File: src/rtl/wpot_pkg.sv
`timescale 1ns/1ps
package wpot_pkg;

  typedef enum logic [3:0] {
    ST_IDLE,
    ST_ADDR,
    ST_AACK,
    ST_INSTR,
    ST_IACK,
    ST_DATA,
    ST_DACK,
    ST_RBYTE,
    ST_RACK,
    ST_WAIT
  } bus_state_t;

  // Address byte matches when its upper seven bits equal the device id.
  function automatic logic addr_hit(input logic [7:0] b, input logic [6:0] dev);
    return b[7:1] == dev;
  endfunction

  // Midscale of a code of width w: only the top bit set.
  function automatic int unsigned midscale(input int unsigned w);
    return 32'd1 << (w - 1);
  endfunction

endpackage

File: src/rtl/wpot_sync.sv
`timescale 1ns/1ps
module wpot_sync #(
  parameter int STAGES = 2
) (
  input  logic clk,
  input  logic rst_n,
  input  logic scl_in,
  input  logic sda_in,
  output logic scl_lvl,
  output logic sda_lvl,
  output logic scl_rise,
  output logic scl_fall,
  output logic start_evt,
  output logic stop_evt
);
  localparam int TOP = STAGES - 1;

  logic [STAGES-1:0] scl_q, sda_q;
  logic              scl_d, sda_d;

  always_ff @(posedge clk or negedge rst_n) begin
    if (!rst_n) begin
      scl_q <= '1;
      sda_q <= '1;
      scl_d <= 1'b1;
      sda_d <= 1'b1;
    end else begin
      scl_q <= {scl_q[STAGES-2:0], scl_in};
      sda_q <= {sda_q[STAGES-2:0], sda_in};
      scl_d <= scl_q[TOP];
      sda_d <= sda_q[TOP];
    end
  end

  assign scl_lvl   = scl_q[TOP];
  assign sda_lvl   = sda_q[TOP];
  assign scl_rise  = scl_lvl & ~scl_d;
  assign scl_fall  = ~scl_lvl & scl_d;
  assign start_evt = scl_lvl & scl_d & sda_d & ~sda_lvl;
  assign stop_evt  = scl_lvl & scl_d & ~sda_d & sda_lvl;

endmodule

File: src/rtl/wpot_link.sv
`timescale 1ns/1ps
module wpot_link
  import wpot_pkg::*;
#(
  parameter logic [6:0] DEV_ADDR = 7'b0101111
) (
  input  logic       clk,
  input  logic       rst_n,
  input  logic       scl_lvl,
  input  logic       sda_lvl,
  input  logic       scl_rise,
  input  logic       scl_fall,
  input  logic       start_evt,
  input  logic       stop_evt,
  input  logic [7:0] rd_code,
  output logic       sda_oe,
  output logic       instr_we,
  output logic       instr_ch,
  output logic       instr_sd,
  output logic       data_we,
  output logic [7:0] wdata
);
  bus_state_t state;
  logic [3:0] cnt;
  logic [7:0] shreg;
  logic [7:0] tx;
  logic       rw;
  logic       mack;
  logic       byte_done;

  assign byte_done = scl_fall && (cnt == 4'd8);

  always_ff @(posedge clk or negedge rst_n) begin
    if (!rst_n) begin
      state <= ST_IDLE;
      cnt   <= '0;
      shreg <= '0;
      tx    <= '0;
      rw    <= 1'b0;
      mack  <= 1'b0;
    end else if (start_evt) begin
      state <= ST_ADDR;
      cnt   <= '0;
    end else if (stop_evt) begin
      state <= ST_IDLE;
      cnt   <= '0;
    end else begin
      unique case (state)
        ST_ADDR, ST_INSTR, ST_DATA: begin
          if (scl_rise && cnt != 4'd8) begin
            shreg <= {shreg[6:0], sda_lvl};
            cnt   <= cnt + 4'd1;
          end else if (byte_done) begin
            cnt <= '0;
            if (state == ST_ADDR) begin
              if (addr_hit(shreg, DEV_ADDR)) begin
                rw    <= shreg[0];
                state <= ST_AACK;
              end else begin
                state <= ST_IDLE;
              end
            end else if (state == ST_INSTR) begin
              state <= ST_IACK;
            end else begin
              state <= ST_DACK;
            end
          end
        end
        ST_AACK: if (scl_fall) begin
          if (rw) begin
            tx    <= rd_code;
            state <= ST_RBYTE;
          end else begin
            state <= ST_INSTR;
          end
        end
        ST_IACK: if (scl_fall) state <= ST_DATA;
        ST_DACK: if (scl_fall) state <= ST_WAIT;
        ST_RBYTE: if (scl_fall) begin
          if (cnt == 4'd7) begin
            cnt   <= '0;
            state <= ST_RACK;
          end else begin
            cnt <= cnt + 4'd1;
            tx  <= {tx[6:0], 1'b0};
          end
        end
        ST_RACK: begin
          if (scl_rise) mack <= ~sda_lvl;
          if (scl_fall) begin
            if (mack) begin
              tx    <= rd_code;
              state <= ST_RBYTE;
            end else begin
              state <= ST_WAIT;
            end
          end
        end
        default: ;
      endcase
    end
  end

  // Named commit strobes for the register bank and the assertions.
  assign instr_we = (state == ST_INSTR) && byte_done;
  assign data_we  = (state == ST_DATA) && byte_done;
  assign instr_ch = shreg[7];
  assign instr_sd = shreg[6];
  assign wdata    = shreg;

  assign sda_oe = (state == ST_AACK) || (state == ST_IACK) || (state == ST_DACK)
               || ((state == ST_RBYTE) && !tx[7]);

  assert_stop_goes_idle_R11: assert property (@(posedge clk) disable iff (!rst_n)
    (stop_evt && !start_evt) |=> (state == ST_IDLE));

  assert_start_restarts_R11: assert property (@(posedge clk) disable iff (!rst_n)
    start_evt |=> (state == ST_ADDR && cnt == 4'd0));

  assert_silent_unaddressed_R1: assert property (@(posedge clk) disable iff (!rst_n)
    (state == ST_IDLE || state == ST_ADDR || state == ST_WAIT) |-> !sda_oe);

  assert_sda_steady_scl_high_R9: assert property (@(posedge clk) disable iff (!rst_n)
    (scl_lvl && $past(scl_lvl) && !$past(start_evt) && !$past(stop_evt)) |-> $stable(sda_oe));

endmodule

File: src/rtl/wpot_bank.sv
`timescale 1ns/1ps
module wpot_bank
  import wpot_pkg::*;
#(
  parameter int NCH    = 2,
  parameter int CODE_W = 8,
  localparam int IW    = (NCH > 1) ? $clog2(NCH) : 1
) (
  input  logic                       clk,
  input  logic                       rst_n,
  input  logic                       instr_we,
  input  logic [IW-1:0]              instr_ch,
  input  logic                       instr_sd,
  input  logic                       data_we,
  input  logic [CODE_W-1:0]          wdata,
  output logic [NCH-1:0][CODE_W-1:0] codes,
  output logic [NCH-1:0]             sds,
  output logic [CODE_W-1:0]          rd_code
);
  localparam logic [CODE_W-1:0] MID = CODE_W'(midscale(CODE_W));

  logic [NCH-1:0][CODE_W-1:0] code_q;
  logic [NCH-1:0]             sd_q;
  logic [IW-1:0]              sel;

  always_ff @(posedge clk or negedge rst_n) begin
    if (!rst_n) begin
      sel <= '0;
      for (int i = 0; i < NCH; i++) begin
        code_q[i] <= MID;
        sd_q[i]   <= 1'b0;
      end
    end else begin
      if (instr_we) sel <= instr_ch;
      for (int i = 0; i < NCH; i++) begin
        if (instr_we && instr_ch == IW'(i)) sd_q[i] <= instr_sd;
        if (data_we && sel == IW'(i)) code_q[i] <= wdata;
      end
    end
  end

  assign codes   = code_q;
  assign sds     = sd_q;
  assign rd_code = code_q[sel];

  generate
    for (genvar g = 0; g < NCH; g++) begin : g_chk
      assert_instr_keeps_code_R6: assert property (@(posedge clk) disable iff (!rst_n)
        (instr_we && !data_we) |=> $stable(codes[g]));

      assert_data_lands_R7: assert property (@(posedge clk) disable iff (!rst_n)
        (data_we && sel == IW'(g)) |=> (codes[g] == $past(wdata)));

      assert_sd_follows_instr_R5: assert property (@(posedge clk) disable iff (!rst_n)
        (instr_we && instr_ch == IW'(g)) |=> (sds[g] == $past(instr_sd)));
    end
  endgenerate

endmodule

File: src/rtl/dual_wiper_ctrl.sv
`timescale 1ns/1ps
module dual_wiper_ctrl #(
  parameter logic [6:0] DEV_ADDR    = 7'b0101111,
  parameter int         SYNC_STAGES = 2
) (
  input  logic       clk,
  input  logic       rst_n,
  input  logic       scl_in,
  input  logic       sda_in,
  output logic       sda_pull,
  output logic [7:0] wiper_a_code,
  output logic [7:0] wiper_b_code,
  output logic       wiper_a_off,
  output logic       wiper_b_off
);
  localparam int NCH    = 2;
  localparam int CODE_W = 8;

  logic scl_lvl, sda_lvl, scl_rise, scl_fall, start_evt, stop_evt;
  logic instr_we, instr_ch, instr_sd, data_we;
  logic [CODE_W-1:0] wdata, rd_code;
  logic [NCH-1:0][CODE_W-1:0] codes;
  logic [NCH-1:0] sds;

  wpot_sync #(.STAGES(SYNC_STAGES)) u_sync (
    .clk(clk), .rst_n(rst_n), .scl_in(scl_in), .sda_in(sda_in),
    .scl_lvl(scl_lvl), .sda_lvl(sda_lvl), .scl_rise(scl_rise), .scl_fall(scl_fall),
    .start_evt(start_evt), .stop_evt(stop_evt)
  );

  wpot_link #(.DEV_ADDR(DEV_ADDR)) u_link (
    .clk(clk), .rst_n(rst_n), .scl_lvl(scl_lvl), .sda_lvl(sda_lvl),
    .scl_rise(scl_rise), .scl_fall(scl_fall), .start_evt(start_evt), .stop_evt(stop_evt),
    .rd_code(rd_code), .sda_oe(sda_pull), .instr_we(instr_we), .instr_ch(instr_ch),
    .instr_sd(instr_sd), .data_we(data_we), .wdata(wdata)
  );

  wpot_bank #(.NCH(NCH), .CODE_W(CODE_W)) u_bank (
    .clk(clk), .rst_n(rst_n), .instr_we(instr_we), .instr_ch(instr_ch),
    .instr_sd(instr_sd), .data_we(data_we), .wdata(wdata),
    .codes(codes), .sds(sds), .rd_code(rd_code)
  );

  assign wiper_a_code = codes[0];
  assign wiper_b_code = codes[1];
  assign wiper_a_off  = sds[0];
  assign wiper_b_off  = sds[1];

endmodule

File: config.mk
export PLATFORM = sky130hd
export DESIGN_NAME = dual_wiper_ctrl
export DESIGN_NICKNAME = d
export VERILOG_FILES = /design/src/rtl/wpot_pkg.sv /design/src/rtl/wpot_sync.sv /design/src/rtl/wpot_link.sv /design/src/rtl/wpot_bank.sv /design/src/rtl/dual_wiper_ctrl.sv
export SDC_FILE = /design/constraint.sdc
export NUM_CORES = 1
export LEC_CHECK = 0
export ABC_AREA = 1
export BUFFER_PORTS_ARGS = -buffer_cell sky130_fd_sc_hd__buf_2
export CORE_MARGIN = 3
export CORE_UTILIZATION = 56
export CTS_CLUSTER_DIAMETER = 80
export DETAILED_ROUTE_END_ITERATION = 8
export PLACE_DENSITY = 0.79
export SLEW_MARGIN = 30
export SYNTH_ARGS = -nofsm -noshare
export SYNTH_HDL_FRONTEND = slang
export SYNTH_SLANG_ARGS = --single-unit
File: constraint.sdc
create_clock -name clk -period 2.8 [get_ports clk]
set_input_delay 0.28 -clock clk [delete_from_list [all_inputs] [get_ports clk]]
set_output_delay 0.28 -clock clk [all_outputs]
set_load 0.005 [all_outputs]
==> results.json, run 1 <==
{
  "combPwrFrac_pct": 31.9,
  "drc": 0,
  "min_path_type": "input port to asynchronous set/reset pin",
  "power_leakage_nw": 1.499,
  "status": "finished clean",
  "numCtsBuffers": 5,
  "grt_first_pass_wirelength_mm": 9.087,
  "die_h_um": 75.60,
  "cpPeakStageDelay_ns": 0.60,
  "firstDrtPassIters": 4,
  "grt_pass1_vias": 1924,
  "nets": 352,
  "die_area_mm2": 0.005715,
  "drtIter0Drc": 134,
  "powerDensity_mw_per_mm2": 757.0,
  "path_max_fanout": 22,
  "io-pin-count": 23,
  "syn_area_mm2": 0.002713,
  "routedWlPerCell_um": 13.59,
  "ys_seq_elements": 51,
  "worst_pin_slew_ns": 0.8239,
  "cts_num_sinks": 51,
  "critical_path_class": "flop to output pin",
  "crit_buf_inv": 2,
  "antenna_found_initial": 0,
  "fillers": 377,
  "via_per_inst": 5.331,
  "skew_ns": 0.007945,
  "path_delay_family": "flip-flops",
  "period_minus_slack_ns": 1.899,
  "rows": 24,
  "antenna_cells": 0,
  "p_total_mw": 2.218,
  "synth.net_count": 331,
  "seq_area_frac_synth_pct": 47.42,
  "finalHoldViolCount": 0,
  "clock.fmax_mhz": 526.7,
  "setup_viol": 0,
  "vias": 2127,
  "drive_gt1_share_pct": 27.09,
  "place_hpwl_mm": 4.030,
  "place_congestion": 0.9658,
  "cp-end-kind": "output pin",
  "intPower_mw": 1.363,
  "rsz0062_at_grt": "false",
  "htreeDepth": 2,
  "power_frac_seq_pct": 43.8,
  "fin_ws_ns": 0.9014,
  "synth_cells": 325,
  "hold_buffers": 0,
  "crit_path_start_kind": "flop",
  "die_x_um": 75.60,
  "critPathRequiredTime_ns": 2.52,
  "syn2layout_area_growth_pct": 8.026,
  "place_ws_ns": 1.135,
  "avgSynthCellArea_um2": 8.346,
  "min_period_over_period_pct": 67.81,
  "maxSlewHeadroom_pct": 45.07,
  "numPortBuffers": 22,
  "p_clk_share_pct": 24.3,
  "cts_tree": "built",
  "p_sw_mw": 0.8550,
  "yosysWarnings": 0,
  "utilization_pct": 65.06,
  "slowest_stage": "dfrtp_1",
  "maxSlewViolCount": 0,
  "clkLatencyLatePin_ns": 0.30,
  "cts_setup_buffers": 0,
  "cts_resized": 0,
  "grt_use_total_pct": 21.07,
  "start_util_pct": 60.22,
  "grt_max_degree": 38,
  "crit_arrival_ns": 1.62,
  "clock_path_buffers": 2,
  "detail-route-antenna-nets": 0,
  "overflow": 0,
  "drv_cap": 0,
  "cts-root-buf": "clkbuf_8",
  "p_sw_share_pct": 38.54,
  "path_cells": "inv_4 -> nor2_4 -> nand2_4 -> o211ai_1 -> buf_2",
  "peakVddDrop_mv": 0.4674,
  "synth.distinct_cells": 33,
  "wl_mm": 5.423,
  "setup-tns-final_ns": 0,
  "core_area_mm2": 0.004504,
  "clkTransAtPathRegs_ns": 0.09
}
cell usage after synthesis (all sizes together):
library cell | n | area (um^2)
nand4 | 4 | 25.02
xor2 | 1 | 8.760
o22ai | 1 | 6.260
o21a | 1 | 7.510
inv | 34 | 130.1
nand2 | 115 | 456.7
a21oi | 4 | 23.77
a31oi | 7 | 43.79
o211ai | 1 | 7.510
nor2 | 31 | 158.9
or2 | 1 | 6.260
buf | 10 | 93.84
o21ai | 32 | 220.2
dfstp | 8 | 210.2
dfrtp | 43 | 1076
nand3b | 3 | 22.52
ha | 2 | 25.02
nor3 | 3 | 26.28
nand3 | 23 | 160.2
clkinv | 1 | 3.750
routing by layer:
metal / vias to the layer above / track usage (%) / wire [um]
met1: 990 / 31.58 / 2615
met5: - / 0 / 0
li1: 1080 / - / -
met3: 6 / 4.090 / 307
met2: 51 / 31.64 / 2450
met4: 0 / 5.049 / 50
worst register-to-register path, cell delays in order, from the launching register on:
cell,delay (ns)
dfrtp_1,0.42
inv_1,0.09
ha_1,0.17
nand2_1,0.06
nor2_1,0.13
nand2_1,0.12
inv_2,0.15
nand3_4,0.22
nand2_1,0.17
o21ai_2,0.06
power by group through the flow:
stage / registers [mW] / logic, mW / clock network [mW]
2_1_floorplan: 0.912 / 0.646 / 0
3_3_place_gp: 0.980 / 0.689 / 0
3_5_place_dp: 0.984 / 0.707 / 0
4_1_cts: 0.970 / 0.710 / 0.549
5_1_grt: 0.989 / 0.797 / 0.587
6_report: 0.971 / 0.708 / 0.539
cell families after synthesis:
group | share of synthesized area (%)
AOI/OAI and AO/OA | 11.39
xor gates and xnor gates | 0.3229
adders and majority gates | 0.9224
buffers and inverters | 8.395
DFF | 47.42
and+or+nand+nor | 31.55
registers in the layout, indices dropped and copies added (netlist names), 2 cells and up:
signal / cells
u_bank.codes: 16
u_link.tx: 8
u_sync.scl_q: 2
u_link.cnt: 4
u_sync.sda_q: 2
u_link.state: 4
u_bank.sds: 2
u_link.wdata: 8
final cells by class:
class | count | area (um^2) | area share [%]
inverters | 35 | 133.9 | 4.569
repair buffers | 24 | 125.1 | 4.270
multi-input cells | 229 | 1199 | 40.91
flip-flops and latches | 51 | 1286 | 43.89
well taps | 52 | 65.06 | 2.220
clock buffers | 6 | 82.58 | 2.818
clock inverters | 2 | 38.79 | 1.324
layout by cell type, fill, tap and decap left out, types with 2 or more instances in the layout:
master and count:
nand2_1 109, dfrtp_1 43, nor2_1 22, buf_2 22
inv_1 20, nand3_1 17, o21ai_2 16, inv_2 13
o21ai_0 11, dfstp_2 8, a31oi_1 7, clkbuf_8 6
nor2_2 5, o21ai_1 5, nor2_4 4, nand2_2 4
nand3_2 4, nand4_1 4, nand3b_1 3, a21oi_1 3
nand2_4 2, nand3_4 2, nor3_1 2, ha_1 2
buf_4 2
through the flow:
stage          instance area [um^2]  hold slack (ns)  instances
6_report                       2930          0.06803        399
5_1_grt                        2930          0.04883        399
4_1_cts                        2930          0.06124        399
3_5_place_dp                   2809           0.3475        391
3_3_place_gp                   2809           0.3479        391
2_1_floorplan                  2713         -0.01559        325
final timing paths:
check                      cells past startpoint            start         endpoint  slack, ns
max                                            5  u_link.state[2]         sda_pull       0.90
min                                            1            rst_n    u_link.cnt[0]       0.07
max in group asynchronous                      2            rst_n     u_sync.scl_d       2.04
min reg2reg                                    0  u_sync.scl_q[0]  u_sync.scl_q[1]       0.36
max reg2reg                                    9    u_link.cnt[0]  u_bank.codes[4]       1.10
min in group clk                               1           sda_in  u_sync.sda_q[0]       0.07
No activity file was read; power rests on OpenSTA's default activity.
==> run 2: changes to the inputs <==
Clock period 2.8 ns to 1.85 ns, I/O delays scaled along.
==> run 2 against run 1 <==
Combinational power rose by 62%; global-route usage about the same; non-clock buffer count is 8 higher; routed wire length grew 3.8%; utilization grew 1.9 points; clock power grew 28%; sequential cell count stayed put; register-to-register slack worse by 0.93 ns; count of clock-buffer cells in the layout is 1 higher; worst hold slack improved by 0.29 ns; setup slack got worse by 0.82 ns.
==> results.json, run 2 (synthesis results as in run 1) <==
{
  "place_hpwl_mm": 4.076,
  "place_congestion": 0.9366,
  "core_area_mm2": 0.004504,
  "grt_first_pass_wirelength_mm": 9.094,
  "largest_register_ff_count": 16,
  "hp-start": "u_sync.scl_q[0]",
  "start_util_pct": 60.22,
  "drc": 0,
  "r2r-start": "u_link.cnt[0]",
  "startpoint": "u_link.state[3]",
  "rows": 24,
  "numPortBuffers": 22,
  "path_max_fanout": 15,
  "p_sw_mw": 1.313,
  "final_common_cell": "nand2_1",
  "hold_end": "u_sync.scl_q[1]",
  "grt_use_total_pct": 21.06,
  "crit_arrival_ns": 1.58,
  "nets": 362,
  "cts_num_sinks": 51,
  "clkTransAtPathRegs_ns": 0.09,
  "p_clk_share_pct": 20.9,
  "io-pin-count": 23,
  "peakVddDrop_mv": 0.7313,
  "setup_viol": 0,
  "maxSlewViolCount": 0,
  "worst_r2r_endpoint": "u_bank.codes[10]",
  "whs_path_depth": 0,
  "setup-tns-final_ns": 0,
  "die_h_um": 75.60,
  "routedWlPerCell_um": 13.76,
  "power_frac_seq_pct": 44.3,
  "intPower_mw": 1.991,
  "rsz0062_at_grt": "false",
  "rr_worst_depth": 8,
  "critPathRequiredTime_ns": 1.66,
  "critical_path_class": "flop to output pin",
  "drv_cap": 0,
  "period_minus_slack_ns": 1.768,
  "powerDensity_mw_per_mm2": 1096,
  "p_sw_share_pct": 39.73,
  "numCtsBuffers": 5,
  "maxSlewHeadroom_pct": 65.93,
  "final_cell_mix": "nand2_1 (108), dfrtp_1 (39), nor2_1 (22), buf_2 (22), inv_1 (20)",
  "overflow": 0,
  "grt_max_degree": 31,
  "antenna_found_initial": 0,
  "drive_gt1_share_pct": 29.41,
  "via_per_inst": 5.230,
  "cts-root-buf": "clkbuf_8",
  "skew_ns": 0.008120,
  "cp-end-kind": "output pin",
  "antenna_cells": 0,
  "htreeDepth": 2,
  "power_leakage_nw": 1.523,
  "finalHoldViolCount": 0,
  "die_area_mm2": 0.005715,
  "worst_pin_slew_ns": 0.5111,
  "cts_tree": "built",
  "fillers": 367,
  "rrSetupSlack_ns": 0.17,
  "firstDrtPassIters": 4,
  "clkLatencyLatePin_ns": 0.31,
  "grt_pass1_vias": 1900,
  "status": "finished clean",
  "die_x_um": 75.60,
  "combPwrFrac_pct": 34.8,
  "vias": 2139,
  "clock.fmax_mhz": 565.7,
  "drtIter0Drc": 158,
  "wl_mm": 5.629,
  "crit_path_start_kind": "flop",
  "syn2layout_area_growth_pct": 11.12,
  "detail-route-antenna-nets": 0,
  "min_path_type": "flop to flop",
  "min_period_over_period_pct": 95.55,
  "place_ws_ns": 0.1884,
  "clock_path_buffers": 2,
  "fin_ws_ns": 0.08233
}
==> run 2: metrics by stage <==
stage	total power [mW]	util [%]	hold slack (ns)	instances	cell area, um^2
2_1_floorplan	2.358	-	-0.1106	325	2713
3_3_place_gp	2.543	62.97	0.1849	393	2836
3_5_place_dp	2.569	62.97	0.1914	393	2836
4_1_cts	3.267	65.81	0.3630	404	2964
5_1_grt	3.537	66.92	0.3689	409	3014
6_report	3.304	66.92	0.3611	409	3014
==> run 2: critical path, cell delays in order (launching register included) <==
cell	delay (ns)
dfrtp_2	0.51
nor2_4	0.16
nand2_4	0.10
buf_4	0.20
o211ai_1	0.17
buf_2	0.14
==> run 2: metal layers <==
metal | up-vias | part of all wire, % | wire length [um] | GRT usage [%]
met5 | - | 0 | 0 | 0
met4 | 0 | 0.87 | 49 | 6.019
met3 | 5 | 3.4 | 194 | 5.013
met2 | 39 | 45 | 2534 | 30.30
met1 | 988 | 51 | 2851 | 31.69
li1 | 1107 | - | - | -
==> run 2: power groups by stage <==
stage | Combinational [mW] | Sequential [mW] | Clock [mW]
6_report | 1.15 | 1.46 | 0.691
5_1_grt | 1.30 | 1.49 | 0.749
4_1_cts | 1.10 | 1.46 | 0.704
3_5_place_dp | 1.09 | 1.48 | 0
3_3_place_gp | 1.07 | 1.47 | 0
2_1_floorplan | 0.977 | 1.38 | 0
==> run 2: how the worst max path moves through the flow <==
stage	slack, ns	end
2_1_floorplan	0.37	u_bank.codes[14]
3_3_place_gp	0.24	u_bank.codes[9]
3_5_place_dp	0.19	u_bank.codes[6]
4_1_cts	0.01	sda_pull
5_1_grt	0.005	sda_pull
6_report	0.08	sda_pull
==> run 2: final cells by class <==
| cell class | count | area, um^2 | area share [%] |
|---|---|---|---|
| sequential | 51 | 1291 | 42.84 |
| multi-input combinational | 231 | 1221 | 40.51 |
| timing repair buffer | 32 | 205.2 | 6.808 |
| inverter | 35 | 136.4 | 4.525 |
| clock buffer | 7 | 86.33 | 2.864 |
| tap | 52 | 65.06 | 2.159 |
| clock inverter | 1 | 8.758 | 0.2906 |
==> run 2: repair_timing <==
action,CTS,global route
setup endpoints to repair,1,15
gates cloned,0,2
hold buffers,3,0
setup buffers,0,3
resized for setup,2,4
endpoints found under the hold margin,17,0
